<file path="config.mk">
export PLATFORM = sky130hd
export DESIGN_NAME = intr_req_ctrl
export DESIGN_NICKNAME = d
export VERILOG_FILES = /design/src/rtl/intc_pkg.sv /design/src/rtl/intc_src_mux.sv /design/src/rtl/intc_req_bank.sv /design/src/rtl/intc_prio.sv /design/src/rtl/intc_flag.sv /design/src/rtl/intr_req_ctrl.sv
export SDC_FILE = /design/constraint.sdc
export NUM_CORES = 1
export LEC_CHECK = 0
export BUFFER_PORTS_ARGS = -buffer_cell sky130_fd_sc_hd__buf_2
export CAP_MARGIN = 30
export CELL_PAD_IN_SITES_DETAIL_PLACEMENT = 0
export CELL_PAD_IN_SITES_GLOBAL_PLACEMENT = 1
export CORE_MARGIN = 2
export CORE_UTILIZATION = 32
export CTS_CLUSTER_DIAMETER = 100
export DETAILED_ROUTE_END_ITERATION = 8
export PLACE_DENSITY = 0.92
export SYNTH_ARGS = -nofsm -noshare
export SYNTH_HDL_FRONTEND = slang
export SYNTH_SLANG_ARGS = --single-unit
</file>
<file path="constraint.sdc">
create_clock -name clk_i -period 4 [get_ports clk_i]
set_clock_uncertainty 0.1 [all_clocks]
set_input_delay 0 -clock clk_i [delete_from_list [all_inputs] [get_ports clk_i]]
set_output_delay 0 -clock clk_i [all_outputs]
set_load 0.1 [all_outputs]
</file>
<file path="src/rtl/intc_pkg.sv">
package intc_pkg;
  typedef enum logic [1:0] {
    ADDR_REQ  = 2'd0,
    ADDR_EN   = 2'd1,
    ADDR_SEL  = 2'd2,
    ADDR_NONE = 2'd3
  } reg_addr_e;

  localparam int MASK_BIT = 2;
  localparam int STAT_W   = 8;
endpackage

</file>
<file path="src/rtl/intc_src_mux.sv">
module intc_src_mux #(
  parameter int                   N           = 8,
  parameter logic [N-1:0]         SHARED_MASK = '0
) (
  input  logic         clk_i,
  input  logic         rst_ni,
  input  logic         sel_wr_i,
  input  logic [N-1:0] sel_wdata_i,
  input  logic [N-1:0] src_a_i,
  input  logic [N-1:0] src_b_i,
  output logic [N-1:0] sel_q_o,
  output logic [N-1:0] hit_o
);
  for (genvar g = 0; g < N; g++) begin : g_slot
    if (SHARED_MASK[g]) begin : g_shared
      logic sel_q;
      always_ff @(posedge clk_i) begin
        if (!rst_ni)       sel_q <= 1'b0;
        else if (sel_wr_i) sel_q <= sel_wdata_i[g];
      end
      assign sel_q_o[g] = sel_q;
      assign hit_o[g]   = sel_q ? src_b_i[g] : src_a_i[g];
    end else begin : g_fixed
      assign sel_q_o[g] = 1'b0;
      assign hit_o[g]   = src_a_i[g];
    end
  end


  sel_write_chk: assert property (@(posedge clk_i) disable iff (!rst_ni)
    sel_wr_i |=> (sel_q_o == ($past(sel_wdata_i) & SHARED_MASK)));
endmodule

</file>
<file path="src/rtl/intc_req_bank.sv">
module intc_req_bank #(
  parameter int N = 8
) (
  input  logic         clk_i,
  input  logic         rst_ni,
  input  logic [N-1:0] set_i,
  input  logic         clr_wr_i,
  input  logic [N-1:0] clr_wdata_i,
  input  logic [N-1:0] acc_clr_i,
  input  logic         en_wr_i,
  input  logic [N-1:0] en_wdata_i,
  output logic [N-1:0] req_q_o,
  output logic [N-1:0] en_q_o
);
  logic [N-1:0] sw_keep;
  logic [N-1:0] req_d;

  assign sw_keep = clr_wr_i ? clr_wdata_i : {N{1'b1}};
  assign req_d   = (req_q_o & sw_keep & ~acc_clr_i) | set_i;

  always_ff @(posedge clk_i) begin
    if (!rst_ni) begin
      req_q_o <= '0;
      en_q_o  <= '0;
    end else begin
      req_q_o <= req_d;
      if (en_wr_i) en_q_o <= en_wdata_i;
    end
  end


  req_sticky_chk: assert property (@(posedge clk_i) disable iff (!rst_ni)
    (!clr_wr_i && acc_clr_i == '0) |=> ((req_q_o & $past(req_q_o)) == $past(req_q_o)));

  no_sw_set_chk: assert property (@(posedge clk_i) disable iff (!rst_ni)
    clr_wr_i |=> ((req_q_o & ~$past(req_q_o) & ~$past(set_i)) == '0));

  pulse_wins_chk: assert property (@(posedge clk_i) disable iff (!rst_ni)
    (set_i != '0) |=> ((req_q_o & $past(set_i)) == $past(set_i)));
endmodule

</file>
<file path="src/rtl/intc_prio.sv">
module intc_prio #(
  parameter int N     = 8,
  parameter int VEC_W = 4
) (
  input  logic             clk_i,
  input  logic             rst_ni,
  input  logic [N-1:0]     cand_i,
  input  logic             trap_i,
  output logic             any_o,
  output logic [VEC_W-1:0] vec_o,
  output logic [N-1:0]     onehot_o
);
  always_comb begin
    vec_o    = '0;
    onehot_o = '0;
    for (int i = N - 1; i >= 0; i--) begin
      if (cand_i[i]) begin
        vec_o    = VEC_W'(i);
        onehot_o = N'(1) << i;
      end
    end
    if (trap_i) begin
      vec_o    = VEC_W'(N);
      onehot_o = '0;
    end
  end

  assign any_o = trap_i | (|cand_i);


  lowest_wins_chk: assert property (@(posedge clk_i) disable iff (!rst_ni)
    (any_o && !trap_i) |-> (((cand_i & (onehot_o - N'(1))) == '0) && ((cand_i & onehot_o) != '0)));

  single_pick_chk: assert property (@(posedge clk_i) disable iff (!rst_ni)
    $onehot0(onehot_o));
endmodule

</file>
<file path="src/rtl/intc_flag.sv">
module intc_flag (
  input  logic clk_i,
  input  logic rst_ni,
  input  logic accept_i,
  input  logic rti_i,
  input  logic rti_bit_i,
  input  logic set_i,
  input  logic clr_i,
  output logic iflag_o
);
  always_ff @(posedge clk_i) begin
    if (!rst_ni)       iflag_o <= 1'b1;
    else if (accept_i) iflag_o <= 1'b1;
    else if (rti_i)    iflag_o <= rti_bit_i;
    else if (set_i)    iflag_o <= 1'b1;
    else if (clr_i)    iflag_o <= 1'b0;
  end


  mask_on_accept_chk: assert property (@(posedge clk_i) disable iff (!rst_ni)
    accept_i |=> iflag_o);

  rti_restore_chk: assert property (@(posedge clk_i) disable iff (!rst_ni)
    (rti_i && !accept_i) |=> (iflag_o == $past(rti_bit_i)));

  clr_only_chk: assert property (@(posedge clk_i) disable iff (!rst_ni)
    (clr_i && !set_i && !rti_i && !accept_i) |=> !iflag_o);
endmodule

</file>
<file path="src/rtl/intr_req_ctrl.sv">
module intr_req_ctrl #(
  parameter int                   NUM_SLOTS   = 8,
  parameter logic [NUM_SLOTS-1:0] SHARED_MASK = 8'b0001_0010,
  parameter int                   VEC_W       = $clog2(NUM_SLOTS + 1)
) (
  input  logic                 clk_i,
  input  logic                 rst_ni,
  input  logic [NUM_SLOTS-1:0] src_a_i,
  input  logic [NUM_SLOTS-1:0] src_b_i,
  input  logic                 brk_i,
  input  logic                 reg_wr_i,
  input  logic [1:0]           reg_addr_i,
  input  logic [NUM_SLOTS-1:0] reg_wdata_i,
  output logic [NUM_SLOTS-1:0] reg_rdata_o,
  input  logic [7:0]           cpu_status_i,
  input  logic                 flag_set_i,
  input  logic                 flag_clr_i,
  input  logic                 flag_rti_i,
  input  logic [7:0]           rti_status_i,
  output logic                 ack_valid_o,
  input  logic                 ack_ready_i,
  output logic [VEC_W-1:0]     ack_vec_o,
  output logic [7:0]           ack_status_o,
  output logic                 iflag_o
);
  import intc_pkg::*;

  localparam int N = NUM_SLOTS;

  reg_addr_e    addr;
  logic [N-1:0] hit, sel_q, req_q, en_q, cand, onehot, acc_clr;
  logic         trap_q, fire, any;
  logic         unused_rti;

  assign addr       = reg_addr_e'(reg_addr_i);
  assign unused_rti = ^{rti_status_i[7:MASK_BIT+1], rti_status_i[MASK_BIT-1:0]};

  intc_src_mux #(.N(N), .SHARED_MASK(SHARED_MASK)) mux_i (
    .clk_i      (clk_i),
    .rst_ni     (rst_ni),
    .sel_wr_i   (reg_wr_i && addr == ADDR_SEL),
    .sel_wdata_i(reg_wdata_i),
    .src_a_i    (src_a_i),
    .src_b_i    (src_b_i),
    .sel_q_o    (sel_q),
    .hit_o      (hit)
  );

  intc_req_bank #(.N(N)) bank_i (
    .clk_i      (clk_i),
    .rst_ni     (rst_ni),
    .set_i      (hit),
    .clr_wr_i   (reg_wr_i && addr == ADDR_REQ),
    .clr_wdata_i(reg_wdata_i),
    .acc_clr_i  (acc_clr),
    .en_wr_i    (reg_wr_i && addr == ADDR_EN),
    .en_wdata_i (reg_wdata_i),
    .req_q_o    (req_q),
    .en_q_o     (en_q)
  );

  assign cand = req_q & en_q & {N{~iflag_o}};

  intc_prio #(.N(N), .VEC_W(VEC_W)) prio_i (
    .clk_i   (clk_i),
    .rst_ni  (rst_ni),
    .cand_i  (cand),
    .trap_i  (trap_q),
    .any_o   (any),
    .vec_o   (ack_vec_o),
    .onehot_o(onehot)
  );

  assign ack_valid_o = any;
  assign fire        = ack_valid_o && ack_ready_i;
  assign acc_clr     = (fire && !trap_q) ? onehot : '0;

  always_ff @(posedge clk_i) begin
    if (!rst_ni) trap_q <= 1'b0;
    else         trap_q <= (trap_q && !fire) || brk_i;
  end

  intc_flag flag_i (
    .clk_i    (clk_i),
    .rst_ni   (rst_ni),
    .accept_i (fire),
    .rti_i    (flag_rti_i),
    .rti_bit_i(rti_status_i[MASK_BIT]),
    .set_i    (flag_set_i),
    .clr_i    (flag_clr_i),
    .iflag_o  (iflag_o)
  );

  always_comb begin
    ack_status_o           = cpu_status_i;
    ack_status_o[MASK_BIT] = iflag_o;
  end

  always_comb begin
    unique case (addr)
      ADDR_REQ: reg_rdata_o = req_q;
      ADDR_EN:  reg_rdata_o = en_q;
      ADDR_SEL: reg_rdata_o = sel_q;
      default:  reg_rdata_o = '0;
    endcase
  end


  masked_quiet_chk: assert property (@(posedge clk_i) disable iff (!rst_ni)
    (iflag_o && !trap_q) |-> !ack_valid_o);

  trap_first_chk: assert property (@(posedge clk_i) disable iff (!rst_ni)
    trap_q |-> (ack_valid_o && ack_vec_o == VEC_W'(N)));

  accept_clears_chk: assert property (@(posedge clk_i) disable iff (!rst_ni)
    (fire && !trap_q && (hit & onehot) == '0) |=> ((req_q & $past(onehot)) == '0));
endmodule

</file>
==> run_results.csv <==
group,metric,value,unit
logic_synthesis,syn_area,1261,um2
timing,fin_crit,1900,ps
floorplan,num_rows,22,
timing,hold_viol,0,
timing,tns,0,ps
worst_setup_path,critPathCapture,"ack_vec_o[0]",
global_routing,grt_overflow_total,0,
worst_setup_path,timing.rr.start,"mux_i.g_slot[4].g_shared.sel_q$_SDFFE_PN0P_",
floorplan,dieArea,4460,um2
logic_synthesis,synth-edff-count,0,
cts,cts_hold_buf,28,
global_routing,grt_pass1_wl,5.540,mm
drt,routed_wire_length_per_instance,12.74,um
power,p_int,0.3315,mW
logic_synthesis,yosys.cell_types.count,32,
floorplan,boundaryPins,72,
timing,slew_headroom,0.3497,
logic_synthesis,synth-seq-cells,20,
power,static-leakage-power,0.7351,nW
global_routing,grt_max_degree,21,
cts,cts_buffer_depth,2,
drt,drt-pass1-iter-count,4,
power,clock_power_share,0.250,
cts,ctsHtreeMaxLevel,1,
floorplan,core_area,3716,um2
worst_setup_path,path_class,"reg -> out",
final_layout,finalNonFillerCells,256,
placement,io_buffers,43,
placement,dp_cells,225,
logic_synthesis,syn_nets,202,
floorplan,die_w,66.78,um
final_layout,final_nets,260,
drt,drtIter0Drc,68,
power,pwr-share-comb,0.323,
status,status,"complete, no violations",
drt,drt-total-wl,3.262,mm
power,p_total,0.5242,mW
worst_setup_path,crit_chain,"nor2_1 > and2_1 > nand2_1 > o21ai_0 > buf_2",
cts,numCtsBuffers,3,
worst_setup_path,reg2reg_slack,2380,ps
power,p_per_area,301.0,nW/um2
logic_synthesis,ys_seq_area_frac,0.3175,
cts,cts_tree,"yes",
global_routing,grtUsageTotal,0.1591,
cts,post-cts-setup-buffer-count,0,
final_layout,area_delta_synth_final,38.10,%
hold_path,hold_path_class,"in -> reg",
global_routing,antenna_found_initial,0,
cts,post_cts_resized,0,
floorplan,dieHeight,66.78,um
power,seq_power_share,0.427,
logic_synthesis,synth_cells,152,
worst_setup_path,crit_arrival,1800,ps
worst_setup_path,reg2reg_depth,3,
logic_synthesis,synth_top_area_cell,"dfxtp_1",
worst_setup_path,critPathLaunchType,"flop",
worst_setup_path,cpPeakStageDelay,480,ps
cts,root_buffer,"clkbuf_8",
worst_setup_path,r2r_end,"bank_i.req_q_o[4]$_SDFF_PN0_",
worst_setup_path,path_max_fanout,11,
drt,vias_per_cell,5.043,
worst_setup_path,worstSetupEndpointType,"output port",
drt,antenna_left,0,
floorplan,initial_core_util,0.3394,
timing,period_share,0.4751,
timing,max_freq,526.2,MHz
timing,tightest_slew,972.2,ps
power,p_sw_frac,0.3676,
power,power_switching,0.1927,mW
placement,gp_congestion,0.8708,
logic_synthesis,synthTopCellsByArea,"dfxtp_1 (32%), mux2i_1 (8.7%), a21boi_0 (6.0%)",
timing,finalMaxSlewViolations,0,
logic_synthesis,ys.flop_type,"dfxtp_1",
cts,clk_latency,250,ps
final_layout,drive_above_1_share,0.2500,
logic_synthesis,synth-warning-count,0,
drt,vias,1291,
worst_setup_path,critPathSlowestCell,"buf_2",
global_routing,grt_pass1_vias,1280,
timing,setup_viol,0,
placement,dpl.hpwl,2.297,mm
drt,drc,0,
cts,cts.clk_slew.worst_paths,70,ps
logic_synthesis,synth_top_area_frac,0.3175,
worst_setup_path,required,3900,ps
worst_setup_path,crit_path_start,"flag_i.iflag_o$_SDFFE_PP1P_",
power,vdd_drop_max,0.2290,mV
cts,cts_sinks,20,
logic_synthesis,syn_avg_cell_area,8.297,um2
logic_synthesis,async_flop_share,0,
timing,rsz0062_at_grt,"false",
final_layout,antenna_cells,0,
flow_run,maxCapViolCount,0,
[worst min-delay path by stage]
stage / end / startpoint / depth (start not counted) / slack, ps
after floorplan: flag_i.iflag_o$_SDFFE_PP1P_ / ack_ready_i / 1 / 10
after global placement: ack_status_o[1] / cpu_status_i[1] / 0 / -100
after detailed placement: ack_status_o[1] / cpu_status_i[1] / 0 / -100
after CTS: flag_i.iflag_o$_SDFFE_PP1P_ / flag_set_i / 4 / 4
after global routing: flag_i.iflag_o$_SDFFE_PP1P_ / flag_set_i / 4 / 50
final: flag_i.iflag_o$_SDFFE_PP1P_ / flag_set_i / 4 / 2
[per-stage QoR]
stage / hold WS (ps) / setup slack, ps / cell area [um2] / utilization
detailed placement: -99.32 / 2206 / 1420 / 0.3822
floorplan: 9.896 / 548.6 / 1261 / -
finish: 1.517 / 2100 / 1742 / 0.4687
CTS: 3.826 / 2116 / 1742 / 0.4687
global placement: -99.32 / 2213 / 1420 / 0.3822
global route: 46.65 / 1983 / 1742 / 0.4687
[synth_stat cells (2+ instances only)]
| cell | number |
|---|---|
| a21o_1 | 2 |
| nor2_1 | 9 |
| a41oi_1 | 2 |
| nand3_1 | 11 |
| buf_2 | 3 |
| a21oi_1 | 5 |
| buf_4 | 10 |
| clkbuf_1 | 4 |
| a31oi_1 | 3 |
| nand2_1 | 19 |
| mux2i_1 | 11 |
| nor2b_1 | 6 |
| o21ai_0 | 11 |
| a21boi_0 | 10 |
| and2_1 | 2 |
| dfxtp_1 | 20 |
| nor3_1 | 2 |
| o21a_1 | 8 |
[layout make-up]
cell class	instances	area (um2)
sequential	20	400.4
fill	397	1974
timing repair buffer	71	495.5
tap	48	60.06
multi-input combinational	114	744.5
clock buffer	3	41.29
[logic make-up (layout without fill, tap and decap cells)]
family                 after synthesis  after routing  share of synthesized area
AND/OR/NAND/NOR                     54             54                     0.2133
multiplexers                        12             12                    0.09623
buffers and inverters               18             74                    0.09225
flip-flops                          20             20                     0.3175
AO/OA/AOI/OAI                       48             48                     0.2808
[layer usage]
layer / global-route usage / vias up / share of wire
met4: 0.03061 / 0 / 0.0025
met1: 0.2016 / 592 / 0.45
met5: 0 / - / 0
li1: - / 652 / -
met2: 0.2750 / 45 / 0.48
met3: 0.03716 / 2 / 0.069
[worst max-delay path: cells and delay by family, from the launching register on]
kind,cells,cell delay [ps]
compound gates,1,240
buf+inv,1,480
flops,1,420
simple gates,3,400
[sequential cells by signal (all words and copies together), names as in the netlist]
name and count:
flag_i.iflag_o 1, mux_i.g_slot.g_shared.sel_q 2, bank_i.en_q_o 8, trap_q 1, bank_i.req_q_o 8
[layout by cell type, fill, tap and decap left out, types with 2 or more instances in the layout]
cell type / instances
buf_2: 43
nand2_1: 19
clkbuf_8: 3
nor2_1: 9
a41oi_1: 2
and2_1: 2
mux2i_1: 11
dfxtp_1: 20
a31oi_1: 3
o21a_1: 8
nor3_1: 2
a21boi_0: 10
nand3_1: 11
a21oi_1: 5
a21o_1: 2
nor2b_1: 6
dlygate4sd3_1: 28
o21ai_0: 11
[power groups by stage]
stage          Combinational (mW)  Sequential, mW  Clock (mW)
6_report                    0.169           0.224       0.131
5_1_grt                     0.181           0.226       0.143
2_1_floorplan               0.125           0.229           0
3_5_place_dp                0.120           0.228           0
3_3_place_gp                0.120           0.228           0
4_1_cts                     0.170           0.224       0.133
Note: power is estimated with default switching activity, not from simulation.
